$ cat src/rtl/i80_pkg.sv
package i80_pkg;
  localparam int TW = 4;

  typedef enum logic [2:0] {
    PH_IDLE,
    PH_FETCH,
    PH_CSS,
    PH_WRS,
    PH_WRA,
    PH_WRH
  } phase_e;

  typedef struct packed {
    logic [TW-1:0] css;
    logic [TW-1:0] wrs;
    logic [TW-1:0] wra;
    logic [TW-1:0] wrh;
  } tcfg_t;

  localparam logic [1:0] REG_TIMING = 2'd0;
  localparam logic [1:0] REG_TRIG   = 2'd1;
  localparam logic [1:0] REG_SIZE   = 2'd2;
  localparam logic [1:0] REG_STAT   = 2'd3;

  localparam tcfg_t TCFG_RST = '{css: 4'd0, wrs: 4'd0, wra: 4'd1, wrh: 4'd0};
endpackage

$ cat src/rtl/i80_cfg_regs.sv
module i80_cfg_regs
  import i80_pkg::*;
#(
  parameter int DIM_W = 10,
  localparam int FW = 2 * DIM_W
) (
  input  logic          clk,
  input  logic          rst_n,
  input  logic          enable_i,
  input  logic          cfg_we,
  input  logic [1:0]    cfg_addr,
  input  logic [31:0]   cfg_wdata,
  input  logic          trig_i,
  input  logic          idle_i,
  input  logic          frame_end_i,
  output tcfg_t         tcfg_o,
  output logic          if_on_o,
  output logic          start_o,
  output logic [FW-1:0] frame_words_o,
  output logic          done_o
);
  tcfg_t            tcfg_q, tcfg_d;
  logic             en_q, en_d;
  logic             mode_q, mode_d;
  logic [DIM_W-1:0] width_q, width_d;
  logic [DIM_W-1:0] height_q, height_d;
  logic             done_q, done_d;

  logic wr_timing, wr_trig, wr_size, wr_stat;
  logic trig_cmd, mode_eff, clr_req;
  logic unused_wdata;

  assign wr_timing = cfg_we && (cfg_addr == REG_TIMING);
  assign wr_trig   = cfg_we && (cfg_addr == REG_TRIG);
  assign wr_size   = cfg_we && (cfg_addr == REG_SIZE);
  assign wr_stat   = cfg_we && (cfg_addr == REG_STAT);

  assign trig_cmd = (wr_trig && cfg_wdata[1]) || trig_i;
  assign mode_eff = wr_trig ? cfg_wdata[0] : mode_q;
  assign clr_req  = wr_stat && cfg_wdata[0];
  assign unused_wdata = ^cfg_wdata;

  assign frame_words_o = FW'(width_q) * FW'(height_q);
  assign if_on_o       = en_q && enable_i;
  assign start_o       = idle_i && trig_cmd && mode_eff && if_on_o &&
                         (frame_words_o != '0);
  assign tcfg_o        = tcfg_q;
  assign done_o        = done_q;

  always_comb begin
    tcfg_d   = tcfg_q;
    en_d     = en_q;
    mode_d   = mode_q;
    width_d  = width_q;
    height_d = height_q;
    done_d   = done_q;
    if (wr_timing) begin
      tcfg_d.css = cfg_wdata[19:16];
      tcfg_d.wrs = cfg_wdata[15:12];
      tcfg_d.wra = cfg_wdata[11:8];
      tcfg_d.wrh = cfg_wdata[7:4];
      en_d       = cfg_wdata[0];
    end
    if (wr_trig) mode_d = cfg_wdata[0];
    if (wr_size) begin
      width_d  = cfg_wdata[DIM_W-1:0];
      height_d = cfg_wdata[16+DIM_W-1:16];
    end
    if (clr_req)     done_d = 1'b0;
    if (frame_end_i) done_d = 1'b1;
  end

  always_ff @(posedge clk or negedge rst_n) begin
    if (!rst_n) begin
      tcfg_q   <= TCFG_RST;
      en_q     <= 1'b0;
      mode_q   <= 1'b0;
      width_q  <= '0;
      height_q <= '0;
      done_q   <= 1'b0;
    end else begin
      tcfg_q   <= tcfg_d;
      en_q     <= en_d;
      mode_q   <= mode_d;
      width_q  <= width_d;
      height_q <= height_d;
      done_q   <= done_d;
    end
  end

  AST_DONE_STICKY: assert property (@(posedge clk) disable iff (!rst_n)
    (done_q && !clr_req) |=> done_q);
  AST_START_ONLY_IDLE: assert property (@(posedge clk) disable iff (!rst_n)
    start_o |-> idle_i);
  AST_START_NEEDS_FRAME: assert property (@(posedge clk) disable iff (!rst_n)
    start_o |-> (width_q != '0 && height_q != '0));
endmodule

$ cat src/rtl/i80_cycle_fsm.sv
module i80_cycle_fsm
  import i80_pkg::*;
#(
  parameter int DW = 16,
  parameter int DIM_W = 10,
  localparam int FW = 2 * DIM_W,
  localparam int CW = TW + 1
) (
  input  logic          clk,
  input  logic          rst_n,
  input  logic          start_i,
  input  tcfg_t         tcfg_i,
  input  logic [FW-1:0] frame_words_i,
  input  logic          if_on_i,
  input  logic [DW-1:0] pix_data_i,
  input  logic          pix_valid_i,
  output logic          pix_ready_o,
  output logic          cs_n_o,
  output logic          wr_n_o,
  output logic          rs_o,
  output logic [DW-1:0] db_o,
  output logic          busy_o,
  output logic          frame_end_o
);
  phase_e        state_q, state_d;
  logic [CW-1:0] cnt_q, cnt_d;
  logic [FW-1:0] left_q, left_d;
  tcfg_t         snap_q, snap_d;
  logic [DW-1:0] db_q;
  logic          db_en, word_done, in_phase;

  always_comb begin
    state_d     = state_q;
    cnt_d       = cnt_q;
    left_d      = left_q;
    snap_d      = snap_q;
    db_en       = 1'b0;
    word_done   = 1'b0;
    frame_end_o = 1'b0;
    unique case (state_q)
      PH_IDLE: begin
        if (start_i) begin
          state_d = PH_FETCH;
          left_d  = frame_words_i;
          snap_d  = tcfg_i;
        end
      end
      PH_FETCH: begin
        if (!if_on_i) begin
          state_d = PH_IDLE;
        end else if (pix_valid_i) begin
          db_en = 1'b1;
          if (snap_q.css != '0) begin
            state_d = PH_CSS;
            cnt_d   = {1'b0, snap_q.css} - CW'(1);
          end else if (snap_q.wrs != '0) begin
            state_d = PH_WRS;
            cnt_d   = {1'b0, snap_q.wrs} - CW'(1);
          end else begin
            state_d = PH_WRA;
            cnt_d   = {1'b0, snap_q.wra};
          end
        end
      end
      PH_CSS: begin
        if (cnt_q == '0) begin
          if (snap_q.wrs != '0) begin
            state_d = PH_WRS;
            cnt_d   = {1'b0, snap_q.wrs} - CW'(1);
          end else begin
            state_d = PH_WRA;
            cnt_d   = {1'b0, snap_q.wra};
          end
        end else begin
          cnt_d = cnt_q - CW'(1);
        end
      end
      PH_WRS: begin
        if (cnt_q == '0) begin
          state_d = PH_WRA;
          cnt_d   = {1'b0, snap_q.wra};
        end else begin
          cnt_d = cnt_q - CW'(1);
        end
      end
      PH_WRA: begin
        if (cnt_q == '0) begin
          if (snap_q.wrh != '0) begin
            state_d = PH_WRH;
            cnt_d   = {1'b0, snap_q.wrh} - CW'(1);
          end else begin
            word_done = 1'b1;
          end
        end else begin
          cnt_d = cnt_q - CW'(1);
        end
      end
      PH_WRH: begin
        if (cnt_q == '0) word_done = 1'b1;
        else             cnt_d = cnt_q - CW'(1);
      end
      default: state_d = PH_IDLE;
    endcase
    if (word_done) begin
      if (left_q == FW'(1)) begin
        state_d     = PH_IDLE;
        frame_end_o = 1'b1;
      end else begin
        state_d = PH_FETCH;
        left_d  = left_q - FW'(1);
      end
    end
  end

  always_ff @(posedge clk or negedge rst_n) begin
    if (!rst_n) begin
      state_q <= PH_IDLE;
      cnt_q   <= '0;
      left_q  <= '0;
      snap_q  <= TCFG_RST;
    end else begin
      state_q <= state_d;
      cnt_q   <= cnt_d;
      left_q  <= left_d;
      snap_q  <= snap_d;
    end
  end

  always_ff @(posedge clk or negedge rst_n) begin
    if (!rst_n)     db_q <= '0;
    else if (db_en) db_q <= pix_data_i;
  end

  assign in_phase    = (state_q == PH_CSS) || (state_q == PH_WRS) ||
                       (state_q == PH_WRA) || (state_q == PH_WRH);
  assign busy_o      = (state_q != PH_IDLE);
  assign cs_n_o      = !busy_o;
  assign rs_o        = busy_o;
  assign wr_n_o      = (state_q != PH_WRA);
  assign pix_ready_o = (state_q == PH_FETCH);
  assign db_o        = db_q;

  AST_WR_INSIDE_CS: assert property (@(posedge clk) disable iff (!rst_n)
    !wr_n_o |-> !cs_n_o);
  AST_DB_HELD: assert property (@(posedge clk) disable iff (!rst_n)
    (in_phase && $past(in_phase)) |-> $stable(db_q));
  AST_SNAP_FROZEN: assert property (@(posedge clk) disable iff (!rst_n)
    (busy_o && $past(busy_o)) |-> $stable(snap_q));
  AST_NO_RELOAD: assert property (@(posedge clk) disable iff (!rst_n)
    (busy_o && $past(busy_o)) |-> (left_q <= $past(left_q)));
  AST_WRA_BOUND: assert property (@(posedge clk) disable iff (!rst_n)
    (state_q == PH_WRA) |-> (cnt_q <= {1'b0, snap_q.wra}));
endmodule

$ cat src/rtl/i80_write_seq.sv
module i80_write_seq
  import i80_pkg::*;
#(
  parameter int DW = 16,
  parameter int DIM_W = 10
) (
  input  logic          clk,
  input  logic          rst_n,
  input  logic          enable,
  input  logic          cfg_we,
  input  logic [1:0]    cfg_addr,
  input  logic [31:0]   cfg_wdata,
  input  logic          trig,
  input  logic [DW-1:0] pix_data,
  input  logic          pix_valid,
  output logic          pix_ready,
  output logic          lcd_cs_n,
  output logic          lcd_wr_n,
  output logic          lcd_rs,
  output logic [DW-1:0] lcd_db,
  output logic          busy,
  output logic          frame_irq
);
  localparam int FW = 2 * DIM_W;

  tcfg_t         tcfg;
  logic          if_on, start, frame_end;
  logic [FW-1:0] frame_words;

  i80_cfg_regs #(.DIM_W(DIM_W)) u_cfg (
    .clk          (clk),
    .rst_n        (rst_n),
    .enable_i     (enable),
    .cfg_we       (cfg_we),
    .cfg_addr     (cfg_addr),
    .cfg_wdata    (cfg_wdata),
    .trig_i       (trig),
    .idle_i       (!busy),
    .frame_end_i  (frame_end),
    .tcfg_o       (tcfg),
    .if_on_o      (if_on),
    .start_o      (start),
    .frame_words_o(frame_words),
    .done_o       (frame_irq)
  );

  i80_cycle_fsm #(.DW(DW), .DIM_W(DIM_W)) u_fsm (
    .clk          (clk),
    .rst_n        (rst_n),
    .start_i      (start),
    .tcfg_i       (tcfg),
    .frame_words_i(frame_words),
    .if_on_i      (if_on),
    .pix_data_i   (pix_data),
    .pix_valid_i  (pix_valid),
    .pix_ready_o  (pix_ready),
    .cs_n_o       (lcd_cs_n),
    .wr_n_o       (lcd_wr_n),
    .rs_o         (lcd_rs),
    .db_o         (lcd_db),
    .busy_o       (busy),
    .frame_end_o  (frame_end)
  );
endmodule

$ cat config.mk
export PLATFORM = sky130hd
export DESIGN_NAME = i80_write_seq
export DESIGN_NICKNAME = d
export VERILOG_FILES = /design/src/rtl/i80_pkg.sv /design/src/rtl/i80_cfg_regs.sv /design/src/rtl/i80_cycle_fsm.sv /design/src/rtl/i80_write_seq.sv
export SDC_FILE = /design/constraint.sdc
export NUM_CORES = 1
export LEC_CHECK = 0
export ABC_AREA = 1
export ABC_CLOCK_PERIOD_IN_PS = 12200
export BUFFER_PORTS_ARGS = -buffer_cell sky130_fd_sc_hd__buf_2
export CAP_MARGIN = 20
export CORE_AREA = 2 2 154 156
export DETAILED_ROUTE_END_ITERATION = 8
export DIE_AREA = 0 0 156 158
export PLACE_DENSITY_LB_ADDON = 0.25
export SYNTH_ARGS = -nofsm -noshare
export SYNTH_HDL_FRONTEND = slang
export SYNTH_HIERARCHICAL = 1
export SYNTH_SLANG_ARGS = --single-unit
$ cat constraint.sdc
create_clock -name clk -period 12.2 [get_ports clk]
set_input_delay 0.61 -clock clk [delete_from_list [all_inputs] [get_ports clk]]
set_output_delay 0.61 -clock clk [all_outputs]
set_load 0.02 [all_outputs]
==> run summary <==
Across all register-to-register paths, the minimum setup slack is 5600 ps. The die covers 24650 sq um. The flow ran to the end, and the final reports show no timing, DRC or antenna violations.

When the netlist entered floorplanning its net count stood at 1393. Synthesis inferred 99 register bits. The area growth from synthesis to layout is 9.457%. The logs give 12440 ps for the critical path required time and 70 for the largest net degree at the start of global routing. STA classifies the critical path startpoint as a register.

The critical path class was register to register. In this run, the number of DRC markers left after iteration 0 of detailed routing was 492. The tools report the number of placement rows as 56.

Ranked by total cell area, the synthesized netlist is headed by sky130_fd_sc_hd__dfrtp_1, sky130_fd_sc_hd__nand2_1, sky130_fd_sc_hd__fa_1. For the worst setup path, the data arrival time is 6840 ps. The logs give 40 for the count of distinct cell types in the synthesized netlist and 0 for the count of buffers added by post-CTS timing repair for setup.

In this run the critical register-to-register path is launched from u_cfg/width_q[5]. The cell count after synthesis was 1213. In this run the remaining antenna-violating nets after routing total 0. The height of the chip came out at 158 um. Dominant register cell in the synthesized netlist: sky130_fd_sc_hd__dfrtp_1.

Static timing analysis puts the maximum clock frequency at 0.1516 GHz. Setup repair after global routing left no endpoint under its margin. The routability congestion estimate from global placement came out at 0.8549. The chip width came out at 156 um. The maximum net fanout on the critical path was 54. For the number of synthesis warnings, the log shows 6. Summing every instance area after synthesis gives 9050 sq um.

The worst max-slew margin expressed relative to the limit is 34.63%. The slowest stage of the critical path belongs to the cell sky130_fd_sc_hd__dfrtp_1. The fraction of final layout cells sized beyond drive strength 1 works out to 11.44%. The peak supply drop is 0.1630 mV, and the clock sink total is 99. For the number of buffers inserted by hold repair at cts, the log shows 0.

The H-tree was split into 3 levels. The total power divided by cell area works out to 265.0 nW/um^2. Fraction of the cycle the final worst path needs: 54.08%. Yosys mapped a number of flops with a built-in enable equal to 0. The type of the tightest min-delay check is input port to async pin.

After synthesis, the most frequently instantiated cells are sky130_fd_sc_hd__nand2_1, sky130_fd_sc_hd__inv_1, sky130_fd_sc_hd__nor2_1. The total area inside the core boundary comes to 23050 sq um. Most frequently used cell type in the post-synthesis netlist: sky130_fd_sc_hd__nand2_1.

Summed over all cells, the static leakage comes to 5.727 nW. The register clock-pin slew on the reported worst setup and hold paths was 70 ps. The routed via count is 7476. Summed over all layers, the global routing overflow is 0. The tools report the global-route usage over all layers as 18.13%.

A synthesized cell averages 7.461 sq um. The cell repeated most along the worst path was sky130_fd_sc_hd__nand2_1. The final routed wire length divided by cell count was 13.80 um; the DRC violation count after routing was 0.

The logs give 0 for the initial antenna violation count and 0 for the number of antenna repair diodes. The count of pins over their slew limit was 0; the total CTS buffers was 9. After synthesis, flip-flops and latches occupy 27.40% of the total area. Summed over all nets, the half-perimeter wirelength after detailed placement is 17.00 mm. Setup violations remaining at the end of the flow were counted as 0.

After synthesis, the largest area contributor takes up 26.82% of total cell area. The number of maximum-capacitance constraint violations came out at 0. TritonCTS built the clock tree. The clock passes through at most 2 buffers. The first global-routing pass estimated 35.91 mm of wire. Counting I/O delays and the setup requirement, the final critical path takes 6598 ps. The via count of the first global-routing pass was 7233; the number of resized instances in the post-cts repair step was 0.

The aggregate negative setup slack was 0 ps. End of the worst register-to-register path: u_fsm/left_q[19]. The later pin in the worst-skew pair is clocked with a latency of 350 ps. For the number of endpoints with negative hold slack in the final report, the log shows 0. In the final design database the tool counted 1442 nets. On the final layout, the worst clock skew is 5.686 ps. On the worst path, the slowest cell contributes a delay of 660 ps.

The root buffer cell is sky130_fd_sc_hd__clkbuf_16. The final layout contains routed wiring with a total length of 21.48 mm. The initial cell density of the core is 39.26%, and the count of input and output buffers is 71.

The completed layout was analyzed and its total power is 2.625 mW. After synthesis, the share of flip-flops with an asynchronous set or reset is 100.0%. Counting cells, the worst reg-to-reg path comes to 29. The worst setup path is captured at a register. At the pin with the least slew margin, the transition time is 977.8 ps.

For the I/O pin count, the log shows 78. Dividing the detail-routed via count by the number of cells gives 4.802. Of all cell types, the one taking the most synthesized area is sky130_fd_sc_hd__dfrtp_1.

Before antenna repair, the detailed router went through 5 iterations.
how the worst max path moves through the flow:
stage | cells past startpoint | slack, ps | start | end
floorplan | 28 | 6600 | u_cfg/width_q[5] | u_fsm/snap_q[6]
global placement | 25 | 5670 | u_cfg/width_q[6] | u_fsm/left_q[19]
detailed placement | 29 | 5560 | u_cfg/width_q[5] | u_fsm/left_q[12]
CTS | 29 | 5550 | u_cfg/width_q[5] | u_fsm/left_q[19]
global route | 29 | 5110 | u_cfg/width_q[5] | u_fsm/left_q[19]
finish | 29 | 5600 | u_cfg/width_q[5] | u_fsm/left_q[19]
critical path: cells and delay by family, from the launching register on:
| family | cells | cell delay, ps |
|---|---|---|
| AOI/OAI and AO/OA | 1 | 540 |
| adders and majority gates | 6 | 2930 |
| buffers and inverters | 7 | 380 |
| DFF | 1 | 660 |
| muxes | 1 | 420 |
| and+or+nand+nor | 14 | 1530 |
cells by family (layout without fill, tap and decap cells):
logic type	Yosys count	in the layout	share of synthesized area [%]
flip-flops	99	99	27.40
adder cells (fa/ha/maj)	124	124	22.29
buffers and inverters	278	332	11.86
multiplexers	43	43	5.295
AND/OR/NAND/NOR	550	550	25.56
AO/OA/AOI/OAI	101	101	5.848
XOR/XNOR	18	18	1.742
cell usage in the layout, fill, tap and decap left out, types with 7 or more instances in the layout:
cell type | netlist | routed
sky130_fd_sc_hd__a21oi_1 | 38 | 38
sky130_fd_sc_hd__buf_2 | 5 | 70
sky130_fd_sc_hd__clkbuf_16 | 0 | 9
sky130_fd_sc_hd__dfrtp_1 | 97 | 97
sky130_fd_sc_hd__fa_1 | 62 | 62
sky130_fd_sc_hd__ha_1 | 62 | 62
sky130_fd_sc_hd__inv_1 | 236 | 236
sky130_fd_sc_hd__mux2_1 | 11 | 11
sky130_fd_sc_hd__mux2_2 | 28 | 28
sky130_fd_sc_hd__nand2_1 | 346 | 346
sky130_fd_sc_hd__nand2_2 | 9 | 9
sky130_fd_sc_hd__nand3_1 | 52 | 52
sky130_fd_sc_hd__nand3b_1 | 11 | 11
sky130_fd_sc_hd__nand4_1 | 10 | 10
sky130_fd_sc_hd__nor2_1 | 98 | 98
sky130_fd_sc_hd__nor3_1 | 10 | 10
sky130_fd_sc_hd__o21ai_0 | 47 | 47
sky130_fd_sc_hd__o21ai_1 | 7 | 7
sky130_fd_sc_hd__xor2_1 | 12 | 12
routing by layer:
layer / global-route usage, % / vias to the layer above / share of wire, %
li1: - / 3811 / -
met1: 24.82 / 3544 / 47
met2: 30.70 / 102 / 49
met3: 2.546 / 19 / 3.2
met4: 3.844 / 0 / 1.0
met5: 0 / - / 0
area by class of cell:
cell class / count / area (sq um)
fill: 2422 / 13150
multi-input combinational: 836 / 5497
sequential: 99 / 2480
inverter: 243 / 913.4
timing repair buffer: 73 / 380.4
tap: 290 / 362.8
clock buffer: 12 / 246.5
clock inverter: 4 / 26.28
state kept, by name, indices dropped and copies added, names as in the netlist:
register        cells
u_fsm/db_o         16
u_cfg/width_q      10
u_fsm/snap_q       16
u_fsm/state_q       3
u_cfg/mode_q        1
u_cfg/done_o        1
u_fsm/left_q       20
u_cfg/tcfg_o       16
u_cfg/height_q     10
u_cfg/en_q          1
u_fsm/cnt_q         5
where the power goes:
| part | leakage, nW | total (mW) | internal, mW | switching (mW) |
|---|---|---|---|---|
| combinational | 4.44 | 1.80 | 0.657 | 1.15 |
| sequential | 1.16 | 0.549 | 0.428 | 0.121 |
| clock | 0.133 | 0.273 | 0.144 | 0.128 |
through the flow:
stage	cells	setup WS [ps]	utilization [%]	hold slack, ps	instance area (sq um)
finish	1557	5602	42.97	183.3	9906
global route	1557	5108	42.97	210.5	9906
CTS	1557	5548	42.97	193.4	9906
detailed placement	1541	5565	41.79	469.0	9633
global placement	1540	5673	41.72	467.5	9618
floorplan	1213	6595	-	314.4	9050
(Power assumes the default switching activity.)
